`src/rtl/spi_dma_req_gen.sv`:
```
module spi_dma_req_gen #(
  parameter int NCH = 4
) (
  input  logic           clk,
  input  logic           rst_n,
  input  logic [NCH-1:0] ch_en,
  input  logic [NCH-1:0] rx_avail,
  input  logic [NCH-1:0] tx_empty,
  input  logic [NCH-1:0] rd_dma_en,
  input  logic [NCH-1:0] wr_dma_en,
  input  logic [NCH-1:0] rd_done,
  input  logic [NCH-1:0] wr_done,
  output logic [NCH-1:0] dma_rd_req,
  output logic [NCH-1:0] dma_wr_req
);

  logic [NCH-1:0] rd_q, rd_hold, wr_q, wr_hold;
  logic [NCH-1:0] rd_ok, wr_ok;

  assign rd_ok = ch_en & rd_dma_en;
  assign wr_ok = ch_en & wr_dma_en;

  always_ff @(posedge clk or negedge rst_n) begin
    if (!rst_n) begin
      rd_q    <= '0;
      rd_hold <= '0;
      wr_q    <= '0;
      wr_hold <= '0;
    end else begin
      for (int i = 0; i < NCH; i++) begin
        if (rd_done[i]) begin
          rd_q[i]    <= 1'b0;
          rd_hold[i] <= 1'b1;
        end else if (rd_hold[i]) begin
          rd_q[i]    <= 1'b0;
          rd_hold[i] <= 1'b0;
        end else begin
          rd_q[i]    <= rd_ok[i] & rx_avail[i];
        end
        if (wr_done[i]) begin
          wr_q[i]    <= 1'b0;
          wr_hold[i] <= 1'b1;
        end else if (wr_hold[i]) begin
          wr_q[i]    <= 1'b0;
          wr_hold[i] <= 1'b0;
        end else begin
          wr_q[i]    <= wr_ok[i] & tx_empty[i];
        end
      end
    end
  end

  assign dma_rd_req = rd_q & rd_ok;
  assign dma_wr_req = wr_q & wr_ok;

  for (genvar g = 0; g < NCH; g++) begin : g_chk
    p_rd_rise_r1: assert property (@(posedge clk) disable iff (!rst_n)
      $rose(dma_rd_req[g]) |-> $past(rx_avail[g]) || !$past(rd_ok[g]));
    p_wr_rise_r2: assert property (@(posedge clk) disable iff (!rst_n)
      $rose(dma_wr_req[g]) |-> $past(tx_empty[g]) || !$past(wr_ok[g]));
    p_off_r3: assert property (@(posedge clk) disable iff (!rst_n)
      !ch_en[g] |-> !dma_rd_req[g] && !dma_wr_req[g]);
    p_mask_r4: assert property (@(posedge clk) disable iff (!rst_n)
      (!rd_dma_en[g] |-> !dma_rd_req[g]) and (!wr_dma_en[g] |-> !dma_wr_req[g]));
    p_rd_drop_r5: assert property (@(posedge clk) disable iff (!rst_n)
      rd_done[g] |=> !dma_rd_req[g]);
    p_wr_drop_r6: assert property (@(posedge clk) disable iff (!rst_n)
      wr_done[g] |=> !dma_wr_req[g]);
    p_rd_gap_r7: assert property (@(posedge clk) disable iff (!rst_n)
      rd_done[g] |=> ##1 !dma_rd_req[g]);
    p_wr_gap_r7: assert property (@(posedge clk) disable iff (!rst_n)
      wr_done[g] |=> ##1 !dma_wr_req[g]);
  end

endmodule

```
`config.mk`:
```
export PLATFORM = sky130hd
export DESIGN_NAME = spi_dma_req_gen
export DESIGN_NICKNAME = d
export VERILOG_FILES = /design/src/rtl/spi_dma_req_gen.sv
export SDC_FILE = /design/constraint.sdc
export NUM_CORES = 1
export LEC_CHECK = 0
export ABC_AREA = 0
export BUFFER_PORTS_ARGS = -buffer_cell sky130_fd_sc_hd__buf_2
export CAP_MARGIN = 20
export CORE_MARGIN = 2
export CORE_UTILIZATION = 41
export DETAILED_ROUTE_END_ITERATION = 6
export GPL_ROUTABILITY_DRIVEN = 0
export PLACE_DENSITY_LB_ADDON = 0.08
export SYNTH_ARGS = -nofsm -noshare
export SYNTH_HDL_FRONTEND = slang
export SYNTH_SLANG_ARGS = --single-unit
```
`constraint.sdc`:
```
create_clock -name clk -period 1.43 [get_ports clk]
set_input_delay 0.286 -clock clk [delete_from_list [all_inputs] [get_ports clk]]
set_output_delay 0.286 -clock clk [all_outputs]
set_load 0.05 [all_outputs]
```
==> run metrics, run 1 <==
CP peak stage delay 0.37 ns; sequential fraction of the synthesis area 0.717; chip width 40.9 um; Hold Path Sink wr_hold[0]; most frequent cell after synthesis dfrtp_1; DIE AREA 0.00167 mm^2; Main synth FF type dfrtp_1; FILL cells 115; Critical path buffers and inverters 1; post-synthesis mux area share 0; area of the multi-input gates 158 um^2; Routed Antenna Nets 0; Synth Area in Adders 0; RSZ-0062 raised after global routing false; Slew HR 0.774; first-pass GRT wire length 1.38 mm; WP data required 1.14 ns; Area contributors post-synth dfrtp_1, nand4b_1, and3_2, nor2_1, and3_1; critical-path cell list and3_2 > buf_2; Synth top area share 0.717; reg2reg end wr_q[0]; leak pwr 0.452 nW; CTS tree done; Net Sw Frac 0.206; commonest cells in the netlist dfrtp_1, nand4b_1, nor2_1; largest net degree at the start of global routing 17; wire per inst 11.1 um; Reg-to-Reg Start wr_hold[0]; Yosys top cell by area dfrtp_1; layout cells sized above 1 0.568; synthesized area 558 um^2; Via density 4.92; post-synthesis compound-gate area fraction 0; Comb pwr share 0.096; Synth Area in Simple Gates 0.283; minimum clock period 1.33 ns; post-route clock period utilization 0.931; Netlist cell types 5; maxcap violations 0; met1 Use GR 0.138; initial antenna violation count 0; maximum fanout along the worst path 1; clk buf depth 2; synth warn 0; HP Start wr_done[0]; Critical Path Source Type flop; final WL 1.07 mm; cell count after synthesis 40; Fin. Hold Viols 0; Post-route DRC 0; drt initial violations 5; register area 400 um^2; R2R Setup Slk 0.74 ns; WP data arrival 1.05 ns; worst hold slack 0.129 ns; CTS H-tree lvls 1; via count 472; DR pass1 iterations 2; Post-synth EDFFs 0; I/O Buffers 37; Worst-path clk slew 0.08 ns; HP Class in2reg; worst skew pair latency 0.27 ns; Slew Viols, Final 0; crit end category primary output; combinational family with the most area after synthesis simple AND/OR/NAND/NOR gates; Seq cells post-synth 16; clock share of power 0.285; Top delay family on crit path flip-flops; Cell Rows 13; Worst Hold Path Cells 1; PwrDens 954 mW/mm^2; outcome finished, final reports clean; Psw 156 uW; worst-margin pin slew 0.339 ns; CTS Buf Count 3; Async S/R FF share, synth 1.00; GRT overflow 0; internal power 602 uW; Core Area 0.00128 mm^2; Slowest-stage cell, CP dfrtp_1; reg2reg path depth 2; clk sinks 16; nets 113; f_max 751 MHz; GRT met3 Usage 0.0489; GR Layer Usage met2 0.230; post-synthesis average cell area 14.0 um^2; Syn Nets 70; TNS Setup 0 ns; die height 40.9 um; root buf cell clkbuf_4; critical setup path kind reg2out; Setup violations, final 0; Worst Skew 0.000886 ns; Area growth syn-to-layout 42.4%; Initial Util 0.434; IO Count 38; # diodes 0; vias in the first global route 362; Max VDD drop 0.675 mV; gr busiest metal met2; xor/xnor cell area share of the yosys netlist 0; Sequential Power Share 0.619; GRT Util Overall 0.137
[repair_timing]
item                                    in CTS  in global routing
buffers inserted                             0                  0
endpoints found under the setup margin       0                  0
gates resized for setup                      0                  0
hold endpoints to repair                    16                  0
hold buffers                                 1                  0
[worst register-to-register path: cells and delay by family, from the launching register on]
family,cells,cell delay (ns)
flops,1,0.36
simple gates,2,0.27
[kinds of logic (layout without fill, tap and decap cells)]
family / after synthesis / after routing
and+or+nand+nor: 24 / 24
DFF: 16 / 16
buffers and inverters: 0 / 41
[cell type report]
| cell class | instances | share of cell area |
|---|---|---|
| clock buffers | 3 | 0.0283 |
| flip-flops and latches | 16 | 0.504 |
| well taps | 15 | 0.0236 |
| multi-input cells | 24 | 0.198 |
| repair buffers | 38 | 0.246 |
[cells in the final DEF, fill, tap and decap left out]
cell | netlist | routed
dlygate4sd3_1 | 0 | 1
clkbuf_4 | 0 | 3
dfrtp_1 | 16 | 16
nand4b_1 | 8 | 8
nor2_1 | 8 | 8
and3_2 | 6 | 6
buf_2 | 0 | 37
and3_1 | 2 | 2
[sequential cells by signal (all words and copies together), names as in the netlist]
signal,flops
rd_hold,4
rd_q,4
wr_hold,4
wr_q,4
[worst max path at each step]
| stage | from | endpoint | slack, ns | cells after the start |
|---|---|---|---|---|
| after floorplan | rd_q[2] | dma_rd_req[2] | 0.39 | 1 |
| after global placement | ch_en[1] | dma_wr_req[1] | 0.35 | 3 |
| after detailed placement | ch_en[3] | dma_rd_req[3] | 0.32 | 3 |
| after CTS | wr_q[1] | dma_wr_req[1] | 0.07 | 2 |
| after global routing | wr_q[0] | dma_wr_req[0] | 0.05 | 2 |
| final | wr_q[1] | dma_wr_req[1] | 0.1 | 2 |
[power groups by stage]
stage / combinational (mW) / sequential (mW) / clock, mW
detailed placement: 0.0717 / 0.478 / 0
global placement: 0.0688 / 0.478 / 0
floorplan: 0.0142 / 0.478 / 0
global route: 0.0811 / 0.470 / 0.249
CTS: 0.0742 / 0.469 / 0.230
finish: 0.0725 / 0.469 / 0.216
[per-layer routing]
| metal | part of all wire | vias up |
|---|---|---|
| li1 | - | 230 |
| met1 | 0.40 | 218 |
| met2 | 0.50 | 24 |
| met4 | 0 | 0 |
| met5 | 0 | - |
| met3 | 0.099 | 0 |
[through the flow]
stage / area [um^2] / worst slack (ns) / utilization / total power, mW / std cells
after floorplan: 558 / 0.394 / - / 0.492 / 40
after global placement: 762 / 0.347 / 0.593 / 0.547 / 92
after detailed placement: 762 / 0.323 / 0.593 / 0.550 / 92
after CTS: 795 / 0.0728 / 0.618 / 0.774 / 96
after global routing: 795 / 0.0534 / 0.618 / 0.801 / 96
final: 795 / 0.0980 / 0.618 / 0.758 / 96
(Power assumes the default switching activity.)
==> run 2: changes to the inputs <==
Settings changed: ABC_AREA 0 to 1, CORE_UTILIZATION 41 to 36.
Clock period 1.43 ns to 1.1 ns, I/O delays scaled along.
==> run metrics, run 2 <==
outcome finished with violations; violated checks setup timing; worst-margin pin slew 0.353 ns; Routed Antenna Nets 0; Syn Nets 94; Netlist cell types 6; # diodes 0; die height 45.5 um; wire per inst 9.40 um; maximum fanout along the worst path 1; clk buf depth 2; commonest cells in the netlist dfrtp_1, inv_1; Post-route DRC 0; critical setup path kind reg2out; Area contributors post-synth dfrtp_1, and3_2, inv_1, nand3_1, nand2_1; xor/xnor cell area share of the yosys netlist 0; fin cells 122; Seq cells post-synth 16; worst hold slack 0.0579 ns; CTS tree done; Synth Area in Simple Gates 0.258; minimum clock period 1.18 ns; post-synthesis mux area share 0; sequential fraction of the synthesis area 0.645; via count 534; post-synthesis compound-gate area fraction 0; synthesized area 621 um^2; cell count after synthesis 64; Synth top area share 0.645; # placed instances 118; Cell Rows 15; nets 137; Slowest-stage cell, CP dfrtp_1; Worst-path clk slew 0.09 ns; Slew HR 0.765; TNS Setup -0.475 ns; crit end category primary output; chip width 45.5 um; fin util 0.581; first-pass GRT wire length 1.95 mm; post-route clock period utilization 1.07; GRT overflow 0; Area growth syn-to-layout 56.3%; critical-path cell list and3_4 > buf_8; most frequent cells in the layout buf_2, inv_1, dfrtp_1; IO Count 38; register area 400 um^2; Yosys top cell by area dfrtp_1; DR pass1 iterations 4; f_max 850 MHz; RSZ-0062 raised after global routing true; Via density 4.38; Synth Area in Adders 0; GRT Util Overall 0.133; maxcap violations 0; root buf cell clkbuf_4; final WL 1.15 mm; CP peak stage delay 0.37 ns; HP Class in2reg; Slew Viols, Final 0; CTS Buf Count 3; area of the multi-input gates 190 um^2; Async S/R FF share, synth 1.00; drt initial violations 1; postcts setup bufs 0; Fin. Hold Viols 0; Core Area 0.00167 mm^2; DP HPWL 835 um; commonest non-fill, non-tap cell in the layout buf_2; clk sinks 16; worst skew pair latency 0.27 ns; Max VDD drop 0.570 mV; PwrDens 1050 mW/mm^2; DIE AREA 0.00207 mm^2; Worst Skew 0.000551 ns; layout cells sized above 1 0.457; Initial Util 0.372; I/O Buffers 37; vias in the first global route 500; CTS H-tree lvls 1; Reg-to-Reg Start wr_hold[2]; Post-synth EDFFs 0; post-synthesis average cell area 9.70 um^2; Main synth FF type dfrtp_1; Critical Path Source Type flop; initial antenna violation count 0; Setup violations, final 8; WP data required 0.88 ns; Critical Path Start wr_q[2]; Post-DP Area 827 um^2; WP data arrival 0.96 ns; Final WS setup -0.0764 ns; largest net degree at the start of global routing 17; HP Start wr_done[2]; synth warn 0; design area 970 um^2; leak pwr 0.547 nW; FILL cells 175; combinational family with the most area after synthesis simple AND/OR/NAND/NOR gates
run 2: layout make-up:
cell class,instances,share of cell area
repair buffers,38,0.284
flip-flops and latches,16,0.413
well taps,17,0.0219
inverters,16,0.0619
clock buffers,3,0.0232
multi-input cells,32,0.196
run 2: path summary, 6_finish.rpt:
path / end / cells past startpoint / slack [ns]
setup / recovery: dma_wr_req[2] / 2 / -0.08
min in group asynchronous: wr_hold[3] / 2 / 0.38
hold / removal: wr_hold[2] / 1 / 0.06
max in group asynchronous: wr_q[1] / 2 / 0.47
setup reg to reg: wr_q[2] / 3 / 0.48
hold reg to reg: wr_q[0] / 3 / 0.48
run 2: what timing repair did:
item	4_1_cts	5_1_grt
endpoints found under the setup margin	8	8
pin swaps	8	2
hold endpoints to repair	16	0
resized for setup	32	0
hold buffers	1	0
run 2: critical path, delay by kind of cell (launching register included):
kind	cells	cell delay (ns)
buf+inv	1	0.14
flops	1	0.37
simple gates	1	0.17
run 2: per-layer routing:
layer / vias to the layer above / part of all wire / global-route usage
li1: 275 / - / -
met1: 236 / 0.40 / 0.166
met2: 21 / 0.52 / 0.206
met3: 2 / 0.071 / 0.0278
met4: 0 / 0.0087 / 0.0882
met5: - / 0 / 0
run 2: cell families (layout without fill, tap and decap cells):
group                  after synthesis  after routing
buffers and inverters               16             57
AND/OR/NAND/NOR                     32             32
flip-flops                          16             16
run 2: through the flow:
stage / power (mW) / setup WS [ns]
floorplan: 0.654 / 0.245
global placement: 0.728 / 0.140
detailed placement: 0.731 / 0.135
CTS: 1.05 / -0.100
global route: 1.09 / -0.123
finish: 1.02 / -0.0764
run 2: power breakdown:
part	total (mW)	internal [mW]	switching, mW	leakage [nW]
sequential	0.612	0.607	0.00478	0.204
clock	0.293	0.127	0.166	0.0138
combinational	0.117	0.0574	0.0593	0.330
==> run 3: changes to the inputs <==
--- a/constraint.sdc
+++ b/constraint.sdc
@@ -3,2 +3,2 @@
 set_output_delay 0.22 -clock clk [all_outputs]
-set_load 0.05 [all_outputs]
+set_load 0.1 [all_outputs]
==> run metrics, run 3 (synthesized netlist as in run 2, its figures left out) <==
chip width 45.5 um; post-route clock period utilization 1.08; Worst-path clk slew 0.08 ns; I/O Buffers 37; DIE AREA 0.00207 mm^2; leak pwr 0.555 nW; CP peak stage delay 0.37 ns; Initial Util 0.372; Sequential Power Share 0.598; IO Count 38; CTS Buf Count 3; most frequent cells in the layout buf_2, inv_1, dfrtp_1; crit end category primary output; CTS H-tree lvls 1; PwrDens 1010 mW/mm^2; critical setup path kind reg2out; internal power 793 uW; Design Power 1.02 mW; maxcap violations 0; Critical Path Source Type flop; layout cells sized above 1 0.457; HP Class in2reg; GRT overflow 0; Cell Rows 15; root buf cell clkbuf_4; # diodes 0; FILL cells 150; register area 400 um^2; outcome finished with violations; Worst Skew 0.00136 ns; Post-route DRC 0; Comb pwr share 0.122; WP data arrival 0.97 ns; Slowest-stage cell, CP dfrtp_1; Via density 4.34; violated checks setup timing; Routed Antenna Nets 0; Fin. Hold Viols 0; worst skew pair latency 0.27 ns; Place WS 0.153 ns; f_max 840 MHz; first-pass GRT wire length 1.70 mm; nets 137; minimum clock period 1.19 ns; clock share of power 0.281; DR pass1 iterations 2; RSZ-0062 raised after global routing true; area of the multi-input gates 190 um^2; worst-margin pin slew 0.343 ns; CTS tree done; maximum fanout along the worst path 1; clk buf depth 2; Psw 230 uW; clk sinks 16; worst hold slack 0.0591 ns; via count 529; fin util 0.604; wire per inst 9.01 um; Slew HR 0.771; initial antenna violation count 0; Setup violations, final 8; WP data required 0.88 ns; Final WS setup -0.0910 ns; vias in the first global route 430; DP HPWL 889 um; GRT Util Overall 0.120; Max VDD drop 0.627 mV; Area growth syn-to-layout 62.7%; drt initial violations 5; Slew Viols, Final 0; critical-path cell list and3_4 > buf_12; Core Area 0.00167 mm^2; Net Sw Frac 0.225; largest net degree at the start of global routing 17; final WL 1.10 mm; TNS Setup -0.638 ns; die height 45.5 um; commonest non-fill, non-tap cell in the layout buf_2
## run 3: cell counts in the layout (fill, tap and decap cells not counted)
No cell type changed its count.
## run 3: per-stage QoR
stage	std cells	area (um^2)
final	122	1010
after global routing	122	1010
after CTS	122	1010
after detailed placement	118	947
after global placement	118	947
after floorplan	64	621
## run 3: final cells by class
class	count	share of cell area
Clock buffer	3	0.0223
Timing Repair Buffer	38	0.312
Sequential cell	16	0.397
Inverter	16	0.0595
Multi-Input combinational cell	32	0.188
Tap cell	17	0.0211
## run 3: routing by layer
layer	up-vias	track usage	wire, um
li1	277	-	-
met1	229	0.127	445
met2	21	0.200	563
met3	2	0.0357	79
met4	0	0.0882	11
met5	-	0	0
## run 3: final timing paths
kind	start	end	slack, ns	depth (start not counted)
max in group asynchronous	rst_n	wr_q[1]	0.47	2
worst max register to register	rd_hold[3]	rd_q[3]	0.48	3
worst max-delay path	rd_q[1]	dma_rd_req[1]	-0.09	2
worst min-delay path	rd_done[2]	rd_hold[2]	0.06	1
min in group asynchronous	rst_n	wr_hold[0]	0.38	2
worst min register to register	wr_hold[2]	wr_q[2]	0.47	3
## run 3: power groups by stage
stage / Combinational, mW / Clock [mW] / Sequential, mW
CTS: 0.128 / 0.313 / 0.612
finish: 0.125 / 0.287 / 0.612
floorplan: 0.0385 / 0 / 0.622
global route: 0.142 / 0.337 / 0.613
detailed placement: 0.120 / 0 / 0.623
global placement: 0.117 / 0 / 0.622
## run 3: worst max-delay path, delay by kind of cell, from the launching register on
| family | cells | cell delay [ns] |
|---|---|---|
| buf+inv | 1 | 0.16 |
| simple gates | 1 | 0.17 |
| flops | 1 | 0.37 |
## run 3: timing repair
action | CTS | global route
hold buffers | 1 | 0
buffers inserted | 0 | 0
resized for setup | 8 | 0
hold endpoints to repair | 16 | 0
setup endpoints to repair | 8 | 8
pin swaps | 8 | 0
